===== src/rtl/bcg_pkg.sv =====
package bcg_pkg;
   // ratio family selected by the base-rate bit
   typedef enum logic {
      FAM_POW2 = 1'b0,
      FAM_TRI  = 1'b1
   } bcg_family_e;

   // true when v is a nonzero power of two
   function automatic bit bcg_is_pow2(input int unsigned v);
      return (v != 0) && ((v & (v - 1)) == 0);
   endfunction
endpackage


===== src/rtl/bcg_ratio_dec.sv =====
module bcg_ratio_dec
   import bcg_pkg::*;
#(
   parameter int unsigned MULT_W      = 3,
   parameter int unsigned POW2_TOP    = 512,
   parameter int unsigned TRI_TOP     = 384,
   parameter int unsigned POW2_CODES  = 5,
   parameter int unsigned TRI_CODES   = 4,
   parameter int unsigned NARROW_BITS = 32,
   parameter int unsigned WIDE_BITS   = 48,
   parameter int unsigned DIV_W       = 5
) (
   input  bcg_family_e       fam,
   input  logic [MULT_W-1:0] code,
   input  logic              wide,
   output logic [DIV_W-1:0]  div,
   output logic              ok
);
   localparam int unsigned RATIO_W = $clog2(POW2_TOP + 1);

   logic [RATIO_W-1:0] ratio;
   logic [RATIO_W-1:0] q_n, q_w, r_n, r_w, q_sel, r_sel;
   logic [MULT_W:0]    code_x;
   logic               code_ok;

   always_comb begin
      code_x = {1'b0, code};
      if (fam == FAM_TRI) begin
         ratio   = RATIO_W'(TRI_TOP) >> code;
         code_ok = code_x < (MULT_W + 1)'(TRI_CODES);
      end else begin
         ratio   = RATIO_W'(POW2_TOP) >> code;
         code_ok = code_x < (MULT_W + 1)'(POW2_CODES);
      end
      q_n   = ratio / RATIO_W'(NARROW_BITS);
      r_n   = ratio % RATIO_W'(NARROW_BITS);
      q_w   = ratio / RATIO_W'(WIDE_BITS);
      r_w   = ratio % RATIO_W'(WIDE_BITS);
      q_sel = wide ? q_w : q_n;
      r_sel = wide ? r_w : r_n;
      ok    = code_ok && (q_sel != '0) && (r_sel == '0);
      div   = ok ? DIV_W'(q_sel) : DIV_W'(1);
   end
endmodule


===== src/rtl/bcg_bit_div.sv =====
module bcg_bit_div #(
   parameter int unsigned DIV_W = 5
) (
   input  logic             clk,
   input  logic             rst_n,
   input  logic             en,
   input  logic [DIV_W-1:0] div,
   output logic             wrap,
   output logic             tick
);
   logic [DIV_W-1:0] cnt;

   assign wrap = en && (cnt == div - DIV_W'(1));

   always_ff @(posedge clk) begin
      if (!rst_n || !en) begin
         cnt  <= '0;
         tick <= 1'b0;
      end else if (wrap) begin
         cnt  <= '0;
         tick <= 1'b1;
      end else begin
         cnt  <= cnt + DIV_W'(1);
         tick <= 1'b0;
      end
   end
endmodule


===== src/rtl/bcg_frame_cnt.sv =====
module bcg_frame_cnt #(
   parameter int unsigned HALF_W = 5
) (
   input  logic              clk,
   input  logic              rst_n,
   input  logic              en,
   input  logic              step,
   input  logic [HALF_W-1:0] half_len,
   output logic              level
);
   logic [HALF_W-1:0] cnt;

   always_ff @(posedge clk) begin
      if (!rst_n || !en) begin
         cnt   <= '0;
         level <= 1'b0;
      end else if (step) begin
         if (cnt == half_len - HALF_W'(1)) begin
            cnt   <= '0;
            level <= ~level;
         end else begin
            cnt <= cnt + HALF_W'(1);
         end
      end
   end
endmodule


===== src/rtl/bcg_clock_gen.sv =====
module bcg_clock_gen
   import bcg_pkg::*;
#(
   parameter int unsigned MULT_W      = 3,
   parameter int unsigned POW2_TOP    = 512,
   parameter int unsigned TRI_TOP     = 384,
   parameter int unsigned POW2_CODES  = 5,
   parameter int unsigned TRI_CODES   = 4,
   parameter int unsigned NARROW_BITS = 32,
   parameter int unsigned WIDE_BITS   = 48,
   localparam int unsigned FLEN_W     = $clog2(WIDE_BITS + 1)
) (
   input  logic              mclk,
   input  logic              rst_n,
   input  logic              run,
   input  logic              clk_gate,
   input  logic              slave_mode,
   input  logic              fam_tri,
   input  logic [MULT_W-1:0] shift_code,
   input  logic              wide_word,
   output logic              bit_tick,
   output logic              frame_clk,
   output logic              clk_oe,
   output logic              cfg_bad,
   output logic [FLEN_W-1:0] frame_len
);
   localparam int unsigned DIV_W  = $clog2(POW2_TOP / NARROW_BITS + 1);
   localparam int unsigned HALF_W = $clog2(WIDE_BITS / 2 + 1);

   // elaboration-time parameter checks
   if (!bcg_is_pow2(POW2_TOP)) begin : g_chk_pow2
      $error("POW2_TOP must be a power of two");
   end
   if ((TRI_TOP % 3 != 0) || !bcg_is_pow2(TRI_TOP / 3) || (TRI_TOP >= POW2_TOP)) begin : g_chk_tri
      $error("TRI_TOP must be three times a power of two below POW2_TOP");
   end
   if ((NARROW_BITS % 2 != 0) || (WIDE_BITS % 2 != 0) || (WIDE_BITS <= NARROW_BITS)) begin : g_chk_bits
      $error("frame lengths must be even and WIDE_BITS above NARROW_BITS");
   end
   if ((POW2_CODES > (1 << MULT_W)) || (TRI_CODES > POW2_CODES)) begin : g_chk_codes
      $error("code counts do not fit the shift field");
   end

   logic             cfg_ok;
   logic [DIV_W-1:0] div;
   logic             active;
   logic             wrap;
   logic [HALF_W-1:0] half_len;

   bcg_ratio_dec #(
      .MULT_W(MULT_W), .POW2_TOP(POW2_TOP), .TRI_TOP(TRI_TOP),
      .POW2_CODES(POW2_CODES), .TRI_CODES(TRI_CODES),
      .NARROW_BITS(NARROW_BITS), .WIDE_BITS(WIDE_BITS), .DIV_W(DIV_W)
   ) u_dec (
      .fam  (bcg_family_e'(fam_tri)),
      .code (shift_code),
      .wide (wide_word),
      .div  (div),
      .ok   (cfg_ok)
   );

   assign active    = run && !clk_gate && !slave_mode && cfg_ok;
   assign cfg_bad   = !cfg_ok;
   assign clk_oe    = !slave_mode;
   assign frame_len = wide_word ? FLEN_W'(WIDE_BITS) : FLEN_W'(NARROW_BITS);
   assign half_len  = wide_word ? HALF_W'(WIDE_BITS / 2) : HALF_W'(NARROW_BITS / 2);

   bcg_bit_div #(.DIV_W(DIV_W)) u_div (
      .clk   (mclk),
      .rst_n (rst_n),
      .en    (active),
      .div   (div),
      .wrap  (wrap),
      .tick  (bit_tick)
   );

   bcg_frame_cnt #(.HALF_W(HALF_W)) u_frame (
      .clk      (mclk),
      .rst_n    (rst_n),
      .en       (active),
      .step     (wrap),
      .half_len (half_len),
      .level    (frame_clk)
   );
endmodule


===== config.mk =====
export PLATFORM = sky130hd
export DESIGN_NAME = bcg_clock_gen
export DESIGN_NICKNAME = d
export VERILOG_FILES = /design/src/rtl/bcg_pkg.sv /design/src/rtl/bcg_ratio_dec.sv /design/src/rtl/bcg_bit_div.sv /design/src/rtl/bcg_frame_cnt.sv /design/src/rtl/bcg_clock_gen.sv
export SDC_FILE = /design/constraint.sdc
export NUM_CORES = 1
export LEC_CHECK = 0
export ABC_AREA = 1
export ABC_CLOCK_PERIOD_IN_PS = 5470
export BUFFER_PORTS_ARGS = -buffer_cell sky130_fd_sc_hd__buf_2
export CELL_PAD_IN_SITES_DETAIL_PLACEMENT = 0
export CELL_PAD_IN_SITES_GLOBAL_PLACEMENT = 2
export CORE_MARGIN = 5
export CORE_UTILIZATION = 30
export DETAILED_ROUTE_END_ITERATION = 6
export GPL_ROUTABILITY_DRIVEN = 1
export GPL_TIMING_DRIVEN = 0
export PLACE_DENSITY = 0.8
export SYNTH_ARGS = -nofsm -noshare
export SYNTH_HDL_FRONTEND = slang
export SYNTH_SLANG_ARGS = --single-unit

===== constraint.sdc =====
create_clock -name mclk -period 5.47 [get_ports mclk]
set_clock_uncertainty 0.15 [all_clocks]
set_input_delay 1.3675 -clock mclk [delete_from_list [all_inputs] [get_ports mclk]]
set_output_delay 1.3675 -clock mclk [all_outputs]
set_load 0.02 [all_outputs]

* Yosys cells after proc, flatten, opt, wreduce, memory -nomap -nowiden *
Index checks and enable logic that the tools add are counted.

storage, ports and cells
  register bits after elaboration = 12
  bits of input ports = 10
  output and inout port bits = 10
  logic and storage cells = 42

operators by class
  $add $sub $neg = 4
  divide/modulo/power cells = 2
  order comparisons = 2
  eq/ne operators = 2
  shift operators = 2
  mux-type cells = 9
  bitwise gates (word level) = 1
  reduce and logical (&&, ||, !) cells = 16

operators by type and width
  cell                                                number
  2-to-1 mux 10 bit                                   3
  2-to-1 mux 5 bit                                    3
  adder 5 x 1 -> 5 bit, second input constant         2
  divider 10 x 6 -> 10 bit, second input constant     1
  equality test 5 bit                                 2
  zero test 10 bit                                    1
  modulo 10 x 6 -> 10 bit, second input constant      1
  nonzero test 10 bit                                 1
  right shift 10 x 3 -> 10 bit, first input constant  1
  right shift 9 x 3 -> 10 bit, first input constant   1
  subtractor 5 x 1 -> 5 bit, second input constant    2
  logical AND 1 bit                                   6
  < comparator 3 bit, second input constant           2
  zero test 1 bit                                     5
  2-to-1 mux 4 bit                                    1
  2-to-1 mux 1 bit                                    2
  AND reduction 2 bit                                 1
  OR reduction 2 bit                                  1
  logical OR 1 bit                                    1
  inverter 1 bit                                      1

* Depth between registers and ports, before layout *
Gate-level depths: netlist (run 1).

  word-level depth = 12
  depth in mapped cells = 33
  gate-level depth less buffers = 33

* By module *
From an unflattened synthesis (run 1), not the netlist that was laid out.

second synthesis, totals
  cell total of the unflattened synthesis = 259
  area, all modules = 1,478.9 µm²

by module, submodules not included
  module         times used  cells each  area each (µm²)  sequential area each (µm²)
  bcg_frame_cnt  1           90          499.2            120.1
  bcg_ratio_dec  1           84          469.2            0.0
  bcg_bit_div    1           71          430.4            120.1
  bcg_clock_gen  1           14          80.1             0.0

* Worst setup path before layout (run 1) *
OpenSTA, ideal clock, no wires.

  path type = input to output
  start = input fam_tri
  end = output cfg_bad
  arrival = 3.055 ns
  required time = 3.953 ns
  path slack = 0.898 ns
  stages on the path = 18
  cells stage by stage = inv_1 -> ha_1 -> inv_1 -> nand2_1 -> o21ai_0 -> nor2_1 -> nand3_2 -> nand2_2 -> nand2_2 -> nand3_2 -> nand2_1 -> nand2_1 -> nand3_2 -> nand2_1 -> nand2_1 -> nand2_2 -> nand2_4 -> nand3_4

between the ends
  word-level cells in the longest chain between the ends = 7
  elaborated cells between the ends (all ways) = 11
  those cells by class = div (2); mux (4); reduce/logical (5)

RTL lines
  element                   RTL line             text
  start, declared           bcg_clock_gen.sv:18  input logic fam_tri,
  2-to-1 mux 10 bit         bcg_ratio_dec.sv:28  if (fam == FAM_TRI) begin
  divider 10 x 6 -> 10 bit  bcg_ratio_dec.sv:37  q_w = ratio / RATIO_W'(WIDE_BITS);
  2-to-1 mux 10 bit         bcg_ratio_dec.sv:39  q_sel = wide ? q_w : q_n;
  nonzero test 10 bit       bcg_ratio_dec.sv:41  ok = code_ok && (q_sel != '0) && (r_sel == '0);
  logical AND 1 bit         bcg_ratio_dec.sv:41
  logical AND 1 bit *       bcg_ratio_dec.sv:41
  zero test 1 bit *         bcg_clock_gen.sv:63  assign cfg_bad = !cfg_ok;
  end, declared             bcg_clock_gen.sv:24  output logic cfg_bad,

Mark *: on every way between the ends. The rest lies on a longest branch, timed or not.

* Worst setup path in the final report (run 1) *
Ends and elaborated chain as after synthesis.

==> results.sh, run 1 <==
export IMPL_cp_end_kind="output port"
export IMPL_grt_pass1_vias=1189
export IMPL_dr_total_vias=1260
export IMPL_slew_headroom=0.669
export IMPL_power_mw=0.280
export IMPL_diodes=0
export IMPL_placementRows=24
export IMPL_die_height_um=76.7
export IMPL_fp_dieW_um=76.7
export IMPL_synth_seq_cells=12
export IMPL_rrSetupSlack_ps=3860
export IMPL_crit_path_start_kind="input port"
export IMPL_clkSinkCount=12
export IMPL_finalNetCount=250
export IMPL_hp_class="register to register"
export IMPL_clk_latency_ps=240
export IMPL_clk_pin_slew_ps=60
export IMPL_p_leak_nw=0.774
export IMPL_period_needed_ps=5090
export IMPL_clock_path_buffers=2
export IMPL_post_drt_wl_per_cell_um=9.87
export IMPL_pwr_share_seq=0.314
export IMPL_post_route_period_util=0.930
export IMPL_worstPathMaxFanout=7
export IMPL_drc=0
export IMPL_hold_depth=1
export IMPL_combPwrFrac=0.341
export IMPL_first_iter_violations=46
export IMPL_setup_viol=0
export IMPL_ys_warnings_count=0
export IMPL_root_buffer="clkbuf_8"
export IMPL_maxSlewViolCount=0
export IMPL_worstReg2RegEnd="u_frame.level"
export IMPL_ir_worst_vdd_uv=182
export IMPL_powerDensity_mw_per_mm2=183
export IMPL_grt_first_pass_wirelength_um=5130
export IMPL_syn_cell_area_mm2=0.00134
export IMPL_hold_viol_final=0
export IMPL_syn2layout_area_growth_pct=14.7
export IMPL_cts_setup_buffers=0
export IMPL_required_ps=3950
export IMPL_die_area_mm2=0.00588
export IMPL_netlist_area_leader_share=0.180
export IMPL_p_int_mw=0.184
export IMPL_pin_count=20
export IMPL_max_freq_ghz=0.197
export IMPL_synth_area_top_cells="dfxtp_1 (18%), nand2_1 (15%), inv_1 (8.7%)"
export IMPL_synth_cell_types=29
export IMPL_antenna_found_initial=0
export IMPL_avgViaCountPerCell=4.41
export IMPL_min_to="u_div.cnt[0]"
export IMPL_ff2ff_path_depth=10
export IMPL_drtPass1Iterations=4
export IMPL_grtUsageTotal=0.102
export IMPL_drt_total_wl_um=2820
export IMPL_grt_start_max_net_pins=10
export IMPL_status="finished clean"
export IMPL_cts_tree="built"
export IMPL_initial_utilization=0.309
export IMPL_crit_arrival_ps=3570
export IMPL_postRouteAntennaNets=0
export IMPL_pwr_share_clk=0.346
export IMPL_cts_resized=0
export IMPL_p_sw_frac=0.343
export IMPL_avgSynthCellArea_um2=6.24
export IMPL_worst_pin_slew_ps=491
export IMPL_critPathKind="input port to output port"
export IMPL_drive_above_1_share=0.252
export IMPL_cap_violations=0
export IMPL_p_sw_mw=0.0959
export IMPL_hp_start="u_div.cnt[0]"
export IMPL_reg2reg_from="u_div.cnt[1]"
export IMPL_grt_overflow_total=0
export IMPL_final_instance_count_excl_fill=286
export IMPL_synthCells=214
export IMPL_core_area_mm2=0.00432
export IMPL_gp_congestion=0.772
export IMPL_hpwlAfterDp_um=2390
export IMPL_dp_cells=282
export IMPL_yosysSeqAreaShare=0.180
export IMPL_cts_buffers=3
export IMPL_tns_ps=0
export IMPL_hold_buffers=0
export IMPL_cts_max_level=1
export IMPL_rsz0062_at_grt="no"
export IMPL_yosys_area_top_type="dfxtp_1"
export IMPL_io_buffers=13
routing by layer:
| layer | share of wire | routed length (µm) | GRT usage | up-vias |
|---|---|---|---|---|
| met5 | 0 | 0 | 0 | - |
| met4 | 0.017 | 47 | 0.0437 | 0 |
| met3 | 0.021 | 60 | 0.0187 | 4 |
| met2 | 0.49 | 1380 | 0.173 | 8 |
| met1 | 0.47 | 1330 | 0.125 | 547 |
| li1 | - | - | - | 701 |
per-stage QoR:
| stage | area [µm²] | setup WS [ps] | util | hold WS [ps] |
|---|---|---|---|---|
| finish | 1530 | 383 | 0.354 | 339 |
| global route | 1530 | 65.9 | 0.354 | 383 |
| detailed placement | 1480 | 373 | 0.341 | 334 |
| CTS | 1530 | 371 | 0.354 | 347 |
| global placement | 1480 | 274 | 0.341 | 324 |
| floorplan | 1350 | 898 | - | 291 |
synthesized netlist by cell type:
cell / count
nand2_4: 3
a21oi_1: 6
buf_2: 1
xor2_2: 1
nor2_2: 4
inv_2: 6
nand4_1: 12
o21ai_1: 5
nor2_4: 1
nor3b_1: 2
nand2_1: 52
and3_1: 1
o21ai_2: 1
dfxtp_1: 12
inv_1: 31
buf_4: 6
nand3_2: 6
xor2_1: 5
ha_1: 5
xnor2_1: 1
nor2_1: 16
nor3b_2: 1
nand2_2: 10
o21ai_0: 4
nand3_4: 2
conb_1: 2
nand3_1: 16
clkinv_1: 1
nand3b_1: 1
cell type report:
type,instances,area (µm²)
inverter,38,143
sequential,12,240
timing repair buffer,13,65.1
buffer,7,50.0
tap,52,65.1
fill,486,2790
clock buffer,4,55.1
multi-input combinational,160,913
cell families after synthesis:
logic type | share of synthesized area
AND/OR/NAND/NOR | 0.509
buffers and inverters | 0.144
AO/OA/AOI/OAI | 0.0628
flip-flops | 0.180
XOR/XNOR | 0.0515
adder cells (fa/ha/maj) | 0.0469
other | 0.00563
worst max-delay path, stage by stage:
cell and delay, ps:
buf_2 110, inv_1 60, ha_1 320, inv_1 50, nand2_1 40, o21ai_0 100, nor2_1 310, nand3_2 140
nand2_2 90, nand2_2 60, nand3_2 90, nand2_1 70, nand2_1 110, nand3_2 90, nand2_1 60, nand2_1 50
nand2_2 90, nand2_4 90, nand3_4 100, buf_2 170
power groups by stage:
| stage | Combinational [mW] | Sequential (mW) | Clock [mW] |
|---|---|---|---|
| 2_1_floorplan | 0.0776 | 0.0895 | 0 |
| 3_3_place_gp | 0.0964 | 0.0896 | 0 |
| 3_5_place_dp | 0.0958 | 0.0896 | 0 |
| 4_1_cts | 0.0961 | 0.0877 | 0.0999 |
| 5_1_grt | 0.108 | 0.0876 | 0.105 |
| 6_report | 0.0952 | 0.0877 | 0.0967 |
cell usage in the layout, fill, tap and decap left out, types with 5 or more instances in the layout:
cell type and instances:
a21oi_1 6, buf_2 14, buf_4 6, conb_1 5, dfxtp_1 12, ha_1 5, inv_1 31, inv_2 6
nand2_1 52, nand2_2 10, nand3_1 16, nand3_2 6, nand4_1 12, nor2_1 16, o21ai_1 5, xor2_1 5
sequential cells by signal, indices dropped and copies added (netlist names):
signal,cells
u_div.cnt,5
u_div.tick,1
u_frame.cnt,5
u_frame.level,1
worst max path at each step:
stage	start	end	cells past startpoint
6_report	fam_tri	cfg_bad	20
5_1_grt	fam_tri	u_frame.level	29
4_1_cts	fam_tri	cfg_bad	20
3_5_place_dp	fam_tri	cfg_bad	20
3_3_place_gp	fam_tri	u_frame.level	29
2_1_floorplan	fam_tri	cfg_bad	18
Power figures use the tool's default switching activity.
==> run 2: changes to the inputs <==
ABC_CLOCK_PERIOD_IN_PS = 5700   (was 5470)
CORE_MARGIN = default   (was 5)
clock period = 5.7 ns   (was 5.47 ns; I/O delays follow)
==> run 2 against run 1 <==
Clock power down 22%. Cell count down 1.0%. Global-route usage up 2.6 points. Die area down 20%. First-iteration DRC count down 13%. Worst setup slack better by 140 ps.
==> results.sh, run 2 (same netlist as run 1, synthesis figures left out) <==
export IMPL_period_needed_ps=5180
export IMPL_crit_arrival_ps=3600
export IMPL_setup_ws_ps=522
export IMPL_reg_top3="u_div.cnt x5, u_frame.cnt x5"
export IMPL_cp_end_kind="output port"
export IMPL_ir_worst_vdd_uv=95.9
export IMPL_mostFrequentLayoutCell="nand2_1"
export IMPL_drive_above_1_share=0.249
export IMPL_io_buffers=13
export IMPL_diodes=0
export IMPL_reg2reg_from="u_div.cnt[1]"
export IMPL_path_common_cell="nand2_1"
export IMPL_post_drt_wl_per_cell_um=9.51
export IMPL_setup_viol=0
export IMPL_drc=0
export IMPL_fp_dieW_um=68.7
export IMPL_crit_chain="buf_2 > inv_1 > ha_1 > inv_1 > nand2_1 > o21ai_0 > nor2_1 > nand3_2 > nand2_2 > nand2_2 > nand3_2 > nand2_1 > nand2_1 > nand3_2 > nand2_1 > nand2_1 > nand2_2 > nand2_4 > nand3_4 > buf_2"
export IMPL_first_iter_violations=40
export IMPL_clk_latency_ps=240
export IMPL_hold_buffers=0
export IMPL_worstPathMaxFanout=7
export IMPL_clk_pin_slew_ps=50
export IMPL_maxSlewViolCount=0
export IMPL_die_height_um=68.7
export IMPL_dr_total_vias=1217
export IMPL_hp_class="register to register"
export IMPL_post_route_period_util=0.908
export IMPL_most_common_layout_cells="nand2_1 (52), inv_1 (31), nand3_1 (16), nor2_1 (16), buf_2 (14)"
export IMPL_hp_start="u_div.cnt[0]"
export IMPL_avgViaCountPerCell=4.30
export IMPL_critPathTopFamily="simple AND/OR/NAND/NOR gates"
export IMPL_placementRows=23
export IMPL_grt_overflow_total=0
export IMPL_core_area_mm2=0.00414
export IMPL_syn2layout_area_growth_pct=13.5
export IMPL_rsz0062_at_grt="no"
export IMPL_cts_tree="built"
export IMPL_tns_ps=0
export IMPL_crit_buf_inv=4
export IMPL_grtUsageTotal=0.128
export IMPL_grt_busiest_layer="met2"
export IMPL_critPathLaunch="fam_tri"
export IMPL_clock_path_buffers=2
export IMPL_pin_count=20
export IMPL_power_mw=0.251
export IMPL_grt_start_max_net_pins=10
export IMPL_cts_resized=0
export IMPL_met1_usage=0.182
export IMPL_p_leak_nw=0.767
export IMPL_cap_violations=0
export IMPL_drt_total_wl_um=2690
export IMPL_postRouteAntennaNets=0
export IMPL_root_buffer="clkbuf_8"
export IMPL_grt_pass1_vias=1091
export IMPL_finalNetCount=250
export IMPL_hold_viol_final=0
export IMPL_initial_utilization=0.322
export IMPL_status="finished clean"
export IMPL_critPathMaxStageDelay_ps=320
export IMPL_grt_use_met3=0.0395
export IMPL_max_freq_ghz=0.193
export IMPL_hpwlAfterDp_um=2340
export IMPL_grt_first_pass_wirelength_um=4610
export IMPL_required_ps=4120
export IMPL_dp_slack_ps=508
export IMPL_powerDensity_mw_per_mm2=165
export IMPL_clkSinkCount=12
export IMPL_die_area_mm2=0.00472
export IMPL_cts_setup_buffers=0
export IMPL_antenna_found_initial=0
export IMPL_gp_congestion=0.706
export IMPL_critPathSlowestCell="ha_1"
export IMPL_crit_path_start_kind="input port"
export IMPL_critPathKind="input port to output port"
export IMPL_cts_max_level=1
export IMPL_cts_buffers=3
export IMPL_drtPass1Iterations=4
export IMPL_use_met2=0.201
-- run 2: cell types whose count changed in the layout (fill, tap and decap cells not counted) --
cell      change
clkbuf_8      -1
-- run 2: final cells by class --
cell class,instances,area [µm²]
fill,472,2630
multi-input combinational,160,913
sequential,12,240
inverter,38,143
timing repair buffer,13,65.1
tap,50,62.6
buffer,7,50.0
clock buffer,3,41.3
-- run 2: per-layer routing --
metal	wire length (µm)	vias to the layer above
met2	1070	20
met1	1510	493
li1	-	704
met4	0	0
met3	111	0
met5	0	-
-- run 2: stage by stage --
step | cell area [µm²] | utilization | hold slack [ps] | cells
CTS | 1520 | 0.366 | 344 | 283
floorplan | 1350 | - | 291 | 217
detailed placement | 1470 | 0.356 | 331 | 280
global route | 1520 | 0.366 | 381 | 283
finish | 1520 | 0.366 | 336 | 283
global placement | 1470 | 0.356 | 326 | 280
-- run 2: power breakdown --
part | leakage (nW) | internal [mW] | switching (mW)
combinational | 0.649 | 0.0313 | 0.0598
clock | 0.0216 | 0.0464 | 0.0288
sequential | 0.0966 | 0.0841 | 0.000141
total | 0.767 | 0.162 | 0.0887
-- run 2: worst paths after layout --
path,cells past startpoint,endpoint,slack [ps]
setup / recovery,20,cfg_bad,520
hold / removal,1,u_div.cnt[0],340
setup reg to reg,10,u_frame.cnt[2],4070
hold reg to reg,1,u_div.cnt[0],340
